File: src/rtl/tref_pkg.sv
package tref_pkg;

    typedef enum logic [1:0] {
        MODE_LOOP = 2'd0,
        MODE_FREE = 2'd1,
        MODE_EXT  = 2'd2,
        MODE_ALT  = 2'd3
    } mode_e;

    typedef enum logic [1:0] {
        SRC_LINE = 2'd0,
        SRC_OSC  = 2'd1,
        SRC_PORT = 2'd2,
        SRC_HOLD = 2'd3
    } src_e;

    typedef enum logic [2:0] {
        ST_LOOP_RUN  = 3'd0,
        ST_LOOP_HOLD = 3'd1,
        ST_FREE      = 3'd2,
        ST_EXT_PRI   = 3'd3,
        ST_EXT_SEC   = 3'd4,
        ST_EXT_HOLD  = 3'd5
    } sel_st_e;

    localparam int NUM_REFS = 3;   // line, first choice, second choice

endpackage

File: src/rtl/tref_port_check.sv
module tref_port_check #(
    parameter int NUM_PORTS = 28,
    parameter int IDX_W     = $clog2(NUM_PORTS)
) (
    input  logic                 en_i,
    input  logic [IDX_W-1:0]     idx_i,
    input  logic [NUM_PORTS-1:0] los_i,
    input  logic [NUM_PORTS-1:0] ais_i,
    output logic                 ok_o
);

    logic in_range;
    logic fault;

    always_comb begin
        in_range = (int'(idx_i) < NUM_PORTS);
        fault    = 1'b1;
        if (in_range) begin
            fault = los_i[idx_i] | ais_i[idx_i];
        end
        ok_o = en_i & in_range & ~fault;
    end

endmodule

File: src/rtl/tref_qual.sv
module tref_qual #(
    parameter int QUAL_SECS = 10
) (
    input  logic clk_i,
    input  logic rst_ni,
    input  logic clear_i,
    input  logic valid_i,
    input  logic tick_i,
    output logic qual_o
);

    localparam int CNT_W = $clog2(QUAL_SECS + 1);
    localparam logic [CNT_W-1:0] LIMIT = CNT_W'(QUAL_SECS);

    typedef struct packed {
        logic [CNT_W-1:0] cnt;
    } qual_t;

    qual_t qual_d, qual_q;

    always_comb begin
        qual_d = qual_q;
        if (clear_i || !valid_i) begin
            qual_d.cnt = '0;
        end else if (tick_i && (qual_q.cnt != LIMIT)) begin
            qual_d.cnt = qual_q.cnt + 1'b1;
        end
    end

    always_ff @(posedge clk_i or negedge rst_ni) begin
        if (!rst_ni) begin
            qual_q <= '{cnt: '0};
        end else begin
            qual_q <= qual_d;
        end
    end

    assign qual_o = (qual_q.cnt == LIMIT);

endmodule

File: src/rtl/tref_fsm.sv
module tref_fsm
    import tref_pkg::*;
(
    input  logic    clk_i,
    input  logic    rst_ni,
    input  mode_e   mode_i,
    input  logic    change_i,
    input  logic    line_ok_i,
    input  logic    pri_ok_i,
    input  logic    sec_ok_i,
    input  logic    line_qual_i,
    input  logic    pri_qual_i,
    input  logic    sec_qual_i,
    output sel_st_e state_o
);

    typedef struct packed {
        sel_st_e st;
    } fsm_t;

    fsm_t fsm_d, fsm_q;

    always_comb begin
        fsm_d = fsm_q;
        if (change_i) begin
            case (mode_i)
                MODE_LOOP: fsm_d.st = ST_LOOP_HOLD;
                MODE_EXT:  fsm_d.st = ST_EXT_HOLD;
                default:   fsm_d.st = ST_FREE;
            endcase
        end else begin
            case (fsm_q.st)
                ST_LOOP_RUN: begin
                    if (!line_ok_i) fsm_d.st = ST_LOOP_HOLD;
                end
                ST_LOOP_HOLD: begin
                    if (line_ok_i && line_qual_i) fsm_d.st = ST_LOOP_RUN;
                end
                ST_EXT_PRI: begin
                    if (!pri_ok_i) fsm_d.st = sec_ok_i ? ST_EXT_SEC : ST_EXT_HOLD;
                end
                ST_EXT_SEC: begin
                    if (!sec_ok_i) fsm_d.st = pri_ok_i ? ST_EXT_PRI : ST_EXT_HOLD;
                end
                ST_EXT_HOLD: begin
                    if (pri_ok_i && pri_qual_i) begin
                        fsm_d.st = ST_EXT_PRI;
                    end else if (sec_ok_i && sec_qual_i) begin
                        fsm_d.st = ST_EXT_SEC;
                    end
                end
                default: ;
            endcase
        end
    end

    always_ff @(posedge clk_i or negedge rst_ni) begin
        if (!rst_ni) begin
            fsm_q <= '{st: ST_LOOP_HOLD};
        end else begin
            fsm_q <= fsm_d;
        end
    end

    assign state_o = fsm_q.st;

endmodule

File: src/rtl/tref_select.sv
module tref_select
    import tref_pkg::*;
#(
    parameter int NUM_PORTS = 28,
    parameter int QUAL_SECS = 10
) (
    input  logic                         clk_i,
    input  logic                         rst_ni,
    input  logic [1:0]                   cfg_mode_i,
    input  logic                         cfg_pri_en_i,
    input  logic [$clog2(NUM_PORTS)-1:0] cfg_pri_port_i,
    input  logic                         cfg_sec_en_i,
    input  logic [$clog2(NUM_PORTS)-1:0] cfg_sec_port_i,
    input  logic [NUM_PORTS-1:0]         port_los_i,
    input  logic [NUM_PORTS-1:0]         port_ais_i,
    input  logic                         line_los_i,
    input  logic                         line_ais_i,
    input  logic                         tick_1s_i,
    output logic [1:0]                   src_o,
    output logic [$clog2(NUM_PORTS)-1:0] port_o,
    output logic                         ext_sec_o,
    output logic                         holdover_o
);

    localparam int IDX_W = $clog2(NUM_PORTS);

    typedef struct packed {
        mode_e            mode;
        logic             pri_en;
        logic [IDX_W-1:0] pri_idx;
        logic             sec_en;
        logic [IDX_W-1:0] sec_idx;
    } cfg_t;

    typedef struct packed {
        cfg_t cfg;
    } top_t;

    top_t    top_d, top_q;
    cfg_t    cfg_in;
    logic    cfg_change;
    logic [NUM_REFS-1:0] ok_vec;
    logic [NUM_REFS-1:0] qual_vec;
    logic             ext_en  [2];
    logic [IDX_W-1:0] ext_idx [2];
    sel_st_e st;

    // Configuration capture and change detection
    always_comb begin
        cfg_in.mode    = mode_e'(cfg_mode_i);
        cfg_in.pri_en  = cfg_pri_en_i;
        cfg_in.pri_idx = cfg_pri_port_i;
        cfg_in.sec_en  = cfg_sec_en_i;
        cfg_in.sec_idx = cfg_sec_port_i;
        cfg_change     = (cfg_in != top_q.cfg);
        top_d          = top_q;
        top_d.cfg      = cfg_in;
    end

    always_ff @(posedge clk_i or negedge rst_ni) begin
        if (!rst_ni) begin
            top_q <= '{cfg: '{mode: MODE_LOOP, pri_en: 1'b0, pri_idx: '0,
                              sec_en: 1'b0, sec_idx: '0}};
        end else begin
            top_q <= top_d;
        end
    end

    // Reference health: slot 0 is the line, slots 1 and 2 the external choices
    assign ok_vec[0]  = ~line_los_i & ~line_ais_i;
    assign ext_en[0]  = cfg_in.pri_en;
    assign ext_idx[0] = cfg_in.pri_idx;
    assign ext_en[1]  = cfg_in.sec_en;
    assign ext_idx[1] = cfg_in.sec_idx;

    for (genvar g = 0; g < 2; g++) begin : g_ext
        tref_port_check #(
            .NUM_PORTS(NUM_PORTS),
            .IDX_W    (IDX_W)
        ) u_chk (
            .en_i (ext_en[g]),
            .idx_i(ext_idx[g]),
            .los_i(port_los_i),
            .ais_i(port_ais_i),
            .ok_o (ok_vec[g+1])
        );
    end

    for (genvar g = 0; g < NUM_REFS; g++) begin : g_qual
        tref_qual #(
            .QUAL_SECS(QUAL_SECS)
        ) u_qual (
            .clk_i  (clk_i),
            .rst_ni (rst_ni),
            .clear_i(cfg_change),
            .valid_i(ok_vec[g]),
            .tick_i (tick_1s_i),
            .qual_o (qual_vec[g])
        );
    end

    tref_fsm u_fsm (
        .clk_i      (clk_i),
        .rst_ni     (rst_ni),
        .mode_i     (cfg_in.mode),
        .change_i   (cfg_change),
        .line_ok_i  (ok_vec[0]),
        .pri_ok_i   (ok_vec[1]),
        .sec_ok_i   (ok_vec[2]),
        .line_qual_i(qual_vec[0]),
        .pri_qual_i (qual_vec[1]),
        .sec_qual_i (qual_vec[2]),
        .state_o    (st)
    );

    // Output decode from the registered selection state
    always_comb begin
        src_o      = SRC_HOLD;
        port_o     = '0;
        ext_sec_o  = 1'b0;
        holdover_o = 1'b0;
        case (st)
            ST_LOOP_RUN: src_o = SRC_LINE;
            ST_FREE:     src_o = SRC_OSC;
            ST_EXT_PRI: begin
                src_o  = SRC_PORT;
                port_o = top_q.cfg.pri_idx;
            end
            ST_EXT_SEC: begin
                src_o     = SRC_PORT;
                port_o    = top_q.cfg.sec_idx;
                ext_sec_o = 1'b1;
            end
            default: holdover_o = 1'b1;
        endcase
    end

endmodule

File: config.mk
export PLATFORM = sky130hd
export DESIGN_NAME = tref_select
export DESIGN_NICKNAME = d
export VERILOG_FILES = /design/src/rtl/tref_pkg.sv /design/src/rtl/tref_port_check.sv /design/src/rtl/tref_qual.sv /design/src/rtl/tref_fsm.sv /design/src/rtl/tref_select.sv
export SDC_FILE = /design/constraint.sdc
export NUM_CORES = 1
export LEC_CHECK = 0
export BUFFER_PORTS_ARGS = -buffer_cell sky130_fd_sc_hd__buf_2
export CAP_MARGIN = 40
export CORE_ASPECT_RATIO = 0.9
export CORE_MARGIN = 1.5
export CORE_UTILIZATION = 41
export CTS_CLUSTER_DIAMETER = 200
export DETAILED_ROUTE_END_ITERATION = 6
export PLACE_DENSITY = 0.69
export SKIP_LAST_GASP = 1
export SYNTH_ARGS = -nofsm -noshare
export SYNTH_HDL_FRONTEND = slang
export SYNTH_SLANG_ARGS = --single-unit
File: constraint.sdc
create_clock -name clk_i -period 2.5 [get_ports clk_i]
set_input_delay 0.5 -clock clk_i [delete_from_list [all_inputs] [get_ports clk_i]]
set_output_delay 0.5 -clock clk_i [all_outputs]
set_load 0.005 [all_outputs]
==> impl_metrics.csv <==
group,metric,value,unit
run_status,status,"completed",
worst_setup_path,critPathLaunchType,"primary input",
worst_setup_path,cp.arrival,2610,ps
clock_tree,cts_buffer_depth,2,
synth,ys_warn_count,0,
pwr,internal_power,891,uW
layout,nets,458,
synth,ys_seq_elements,29,
detailed_routing,postRouteAntennaNets,0,
synth,synthCells,253,
layout,final_area,3190,um^2
sta,worst_pin_slew,653,ps
grt,grt_util_all_layers,23.1,%
placed_design,finalWeightedCongestion,0.963,
layout,fill_cells,487,
floorplanning,ioPinCount,84,
pwr,leakagePower,1.47,nW
sta,fin_crit,2450,ps
floorplanning,start_util,42.2,%
pwr,pwr-share-comb,25.3,%
synth,synthesis.area,2190,um^2
synth,avgSynthCellArea,8.66,um^2
detailed_routing,first_pass_iters,6,
grt,grt_max_degree,30,
pwr,switching_power,348,uW
pwr,pwr-share-seq,40.2,%
sta,max_slew_margin,56.5,%
layout,final_cell_mix,"81 x buf_2, 49 x nor2_1, 42 x buf_4",
synth,synth_edf_count,0,
layout,drive_above_1_share,42.6,%
grt,grt_pass1_vias,2328,
placed_design,hpwl,5260,um
grt,grt_overflow_total,0,
clock_tree,cts_buffers,5,
floorplanning,row_count,25,
worst_setup_path,crit_required,2670,ps
sta,finClkSkew,2.24,ps
sta,min_period_over_period,97.8,%
sta,drv_slew,0,
sta,hold_viol,0,
clock_tree,root_buffer,"clkbuf_8",
floorplanning,die_w,80.1,um
layout,final_common_cell,"buf_2",
clock_tree,htree_levels,2,
grt,grt_pass1_wl,10400,um
synth,ys_seq_area_share,33.2,%
worst_setup_path,critPathCaptureType,"register",
floorplanning,core_area,5190,um^2
layout,post-route-util,61.5,%
placed_design,place_area,2980,um^2
detailed_routing,viasPerCell,5.47,
detailed_routing,routed_wl,6540,um
worst_setup_path,cp_max_fo,4,
clock_tree,cts.sinks,29,
floorplanning,die_h,72.4,um
placed_design,port_buffers,83,
clock_tree,clk_pin_slew,60,ps
layout,areaGrowthSynthToFinish,45.7,%
detailed_routing,vias,2435,
detailed_routing,drc_errors,0,
sta,fmax,409,MHz
pwr,clock_power_share,34.6,%
floorplanning,dieArea,5800,um^2
grt,antenna_found_initial,0,
sta,setup_viol,0,
layout,n_antenna_cell,0,
clock_tree,cts_tree,"yes",
detailed_routing,wire_per_inst,14.7,um
clock_tree,insertion_delay,280,ps
synth,postSynth.asyncResetShare,100,%
worst_setup_path,crit_type,"in2reg",
synth,ys_types,48,
synth,ys.flop_type,"dfrtp_1",
pwr,power_density,388,nW/um^2
pwr,switching_share,28.1,%
clock_tree,ctsHoldBuffers,0,
pwr,ir_worst_vdd,299,uV
synth,synth_nets,334,
sta,hold_slack,243,ps
min_path,hp-class,"in2async",
flow_run,maxCapViolCount,0,
detailed_routing,drt_iter0_markers,124,
==> kinds of logic after synthesis <==
group	count (synthesis)	share of synthesized area [%]
simple gates	108	24.3
compound gates	55	18.8
flops	29	33.2
buf+inv	25	4.51
xor+xnor	23	9.19
mux	7	6.68
fa+ha+maj	6	3.42
==> power by group through the flow <==
stage	Clock [mW]	Combinational (mW)	Sequential, mW
after floorplan	0	0.127	0.501
after global placement	0	0.285	0.505
after detailed placement	0	0.288	0.506
after CTS	0.437	0.290	0.497
after global routing	0.460	0.343	0.499
final	0.428	0.313	0.498
==> worst paths after layout <==
check / endpoint / slack, ps / from / depth (start not counted)
max in group asynchronous: g_qual[2].u_qual.qual_q[2]$_DFFE_PN0P_ / 1840 / rst_ni / 1
min reg2reg: g_qual[2].u_qual.qual_q[3]$_DFFE_PN0P_ / 540 / g_qual[2].u_qual.qual_q[3]$_DFFE_PN0P_ / 2
max reg2reg: u_fsm.state_o[1]$_DFFE_PN0P_ / 330 / top_q[9]$_DFF_PN0_ / 8
max: u_fsm.state_o[1]$_DFFE_PN0P_ / 50 / port_los_i[9] / 9
min: g_qual[1].u_qual.qual_q[3]$_DFFE_PN0P_ / 240 / rst_ni / 1
min in group clk_i: top_q[12]$_DFF_PN0_ / 370 / cfg_mode_i[0] / 1
==> Yosys cell counts (2+ instances only) <==
master | instances | share of area (%)
or3b_1 | 2 | 0.80
xor2_1 | 19 | 7.6
o21ai_0 | 8 | 1.8
nand4_1 | 8 | 2.3
a2111oi_0 | 5 | 2.0
dfrtp_1 | 28 | 32
a211oi_1 | 2 | 0.68
a31oi_1 | 3 | 0.86
buf_2 | 4 | 0.91
nand2_1 | 10 | 1.7
o22ai_1 | 3 | 0.86
a21oi_1 | 10 | 2.3
nor3_1 | 14 | 3.2
nand3_1 | 3 | 0.68
a211o_1 | 2 | 0.80
nand3b_1 | 3 | 1.0
a22o_1 | 5 | 2.0
a311o_1 | 3 | 1.4
or3_1 | 3 | 0.86
nor4_1 | 6 | 1.7
ha_1 | 6 | 3.4
xnor2_1 | 4 | 1.6
a311oi_1 | 3 | 1.2
mux4_2 | 6 | 6.2
clkbuf_1 | 6 | 1.0
nor2_1 | 50 | 8.6
nand2b_1 | 3 | 0.86
inv_1 | 14 | 2.4
==> what timing repair did <==
item,4_1_cts,5_1_grt
endpoints found under the setup margin,1,3
gates resized for setup,1,24
pin swaps,0,6
endpoints found under the hold margin,0,0
buffers inserted,0,1
==> sequential cells by signal (all words and copies together) (netlist names) <==
| name | flops |
|---|---|
| u_fsm.state_o | 3 |
| top_q | 14 |
| g_qual.u_qual.qual_q | 12 |
==> metrics by stage <==
step	setup slack [ps]	power (mW)	std cells	TNS (ps)
floorplan	44.6	0.629	253	0
global placement	-215	0.790	436	-537
detailed placement	-307	0.794	436	-1020
CTS	17.6	1.22	444	0
global route	-51.0	1.30	445	-51.0
finish	55.0	1.24	445	0
==> critical path, cell delays in order <==
cell and delay, ps:
buf_2 110, or3b_4 390, a311oi_2 270, nor4b_4 250, a31oi_2 70, and2_4 190
or2_4 230, a311oi_2 250, mux2_1 340
==> cell type report <==
type	instances	area [um^2]	area share, %
flip-flops and latches	29	727	22.8
inverters	15	58.8	1.84
repair buffers	127	771	24.1
clock inverters	1	5.00	0.157
well taps	67	83.8	2.62
multi-input cells	199	1450	45.5
clock buffers	7	96.3	3.02
==> routing by layer <==
layer	GRT usage, %	share of wire (%)
met1	32.2	46
met2	36.1	47
met3	5.91	6.3
met4	5.36	0.81
met5	0	0
No activity file was read; power rests on OpenSTA's default activity.
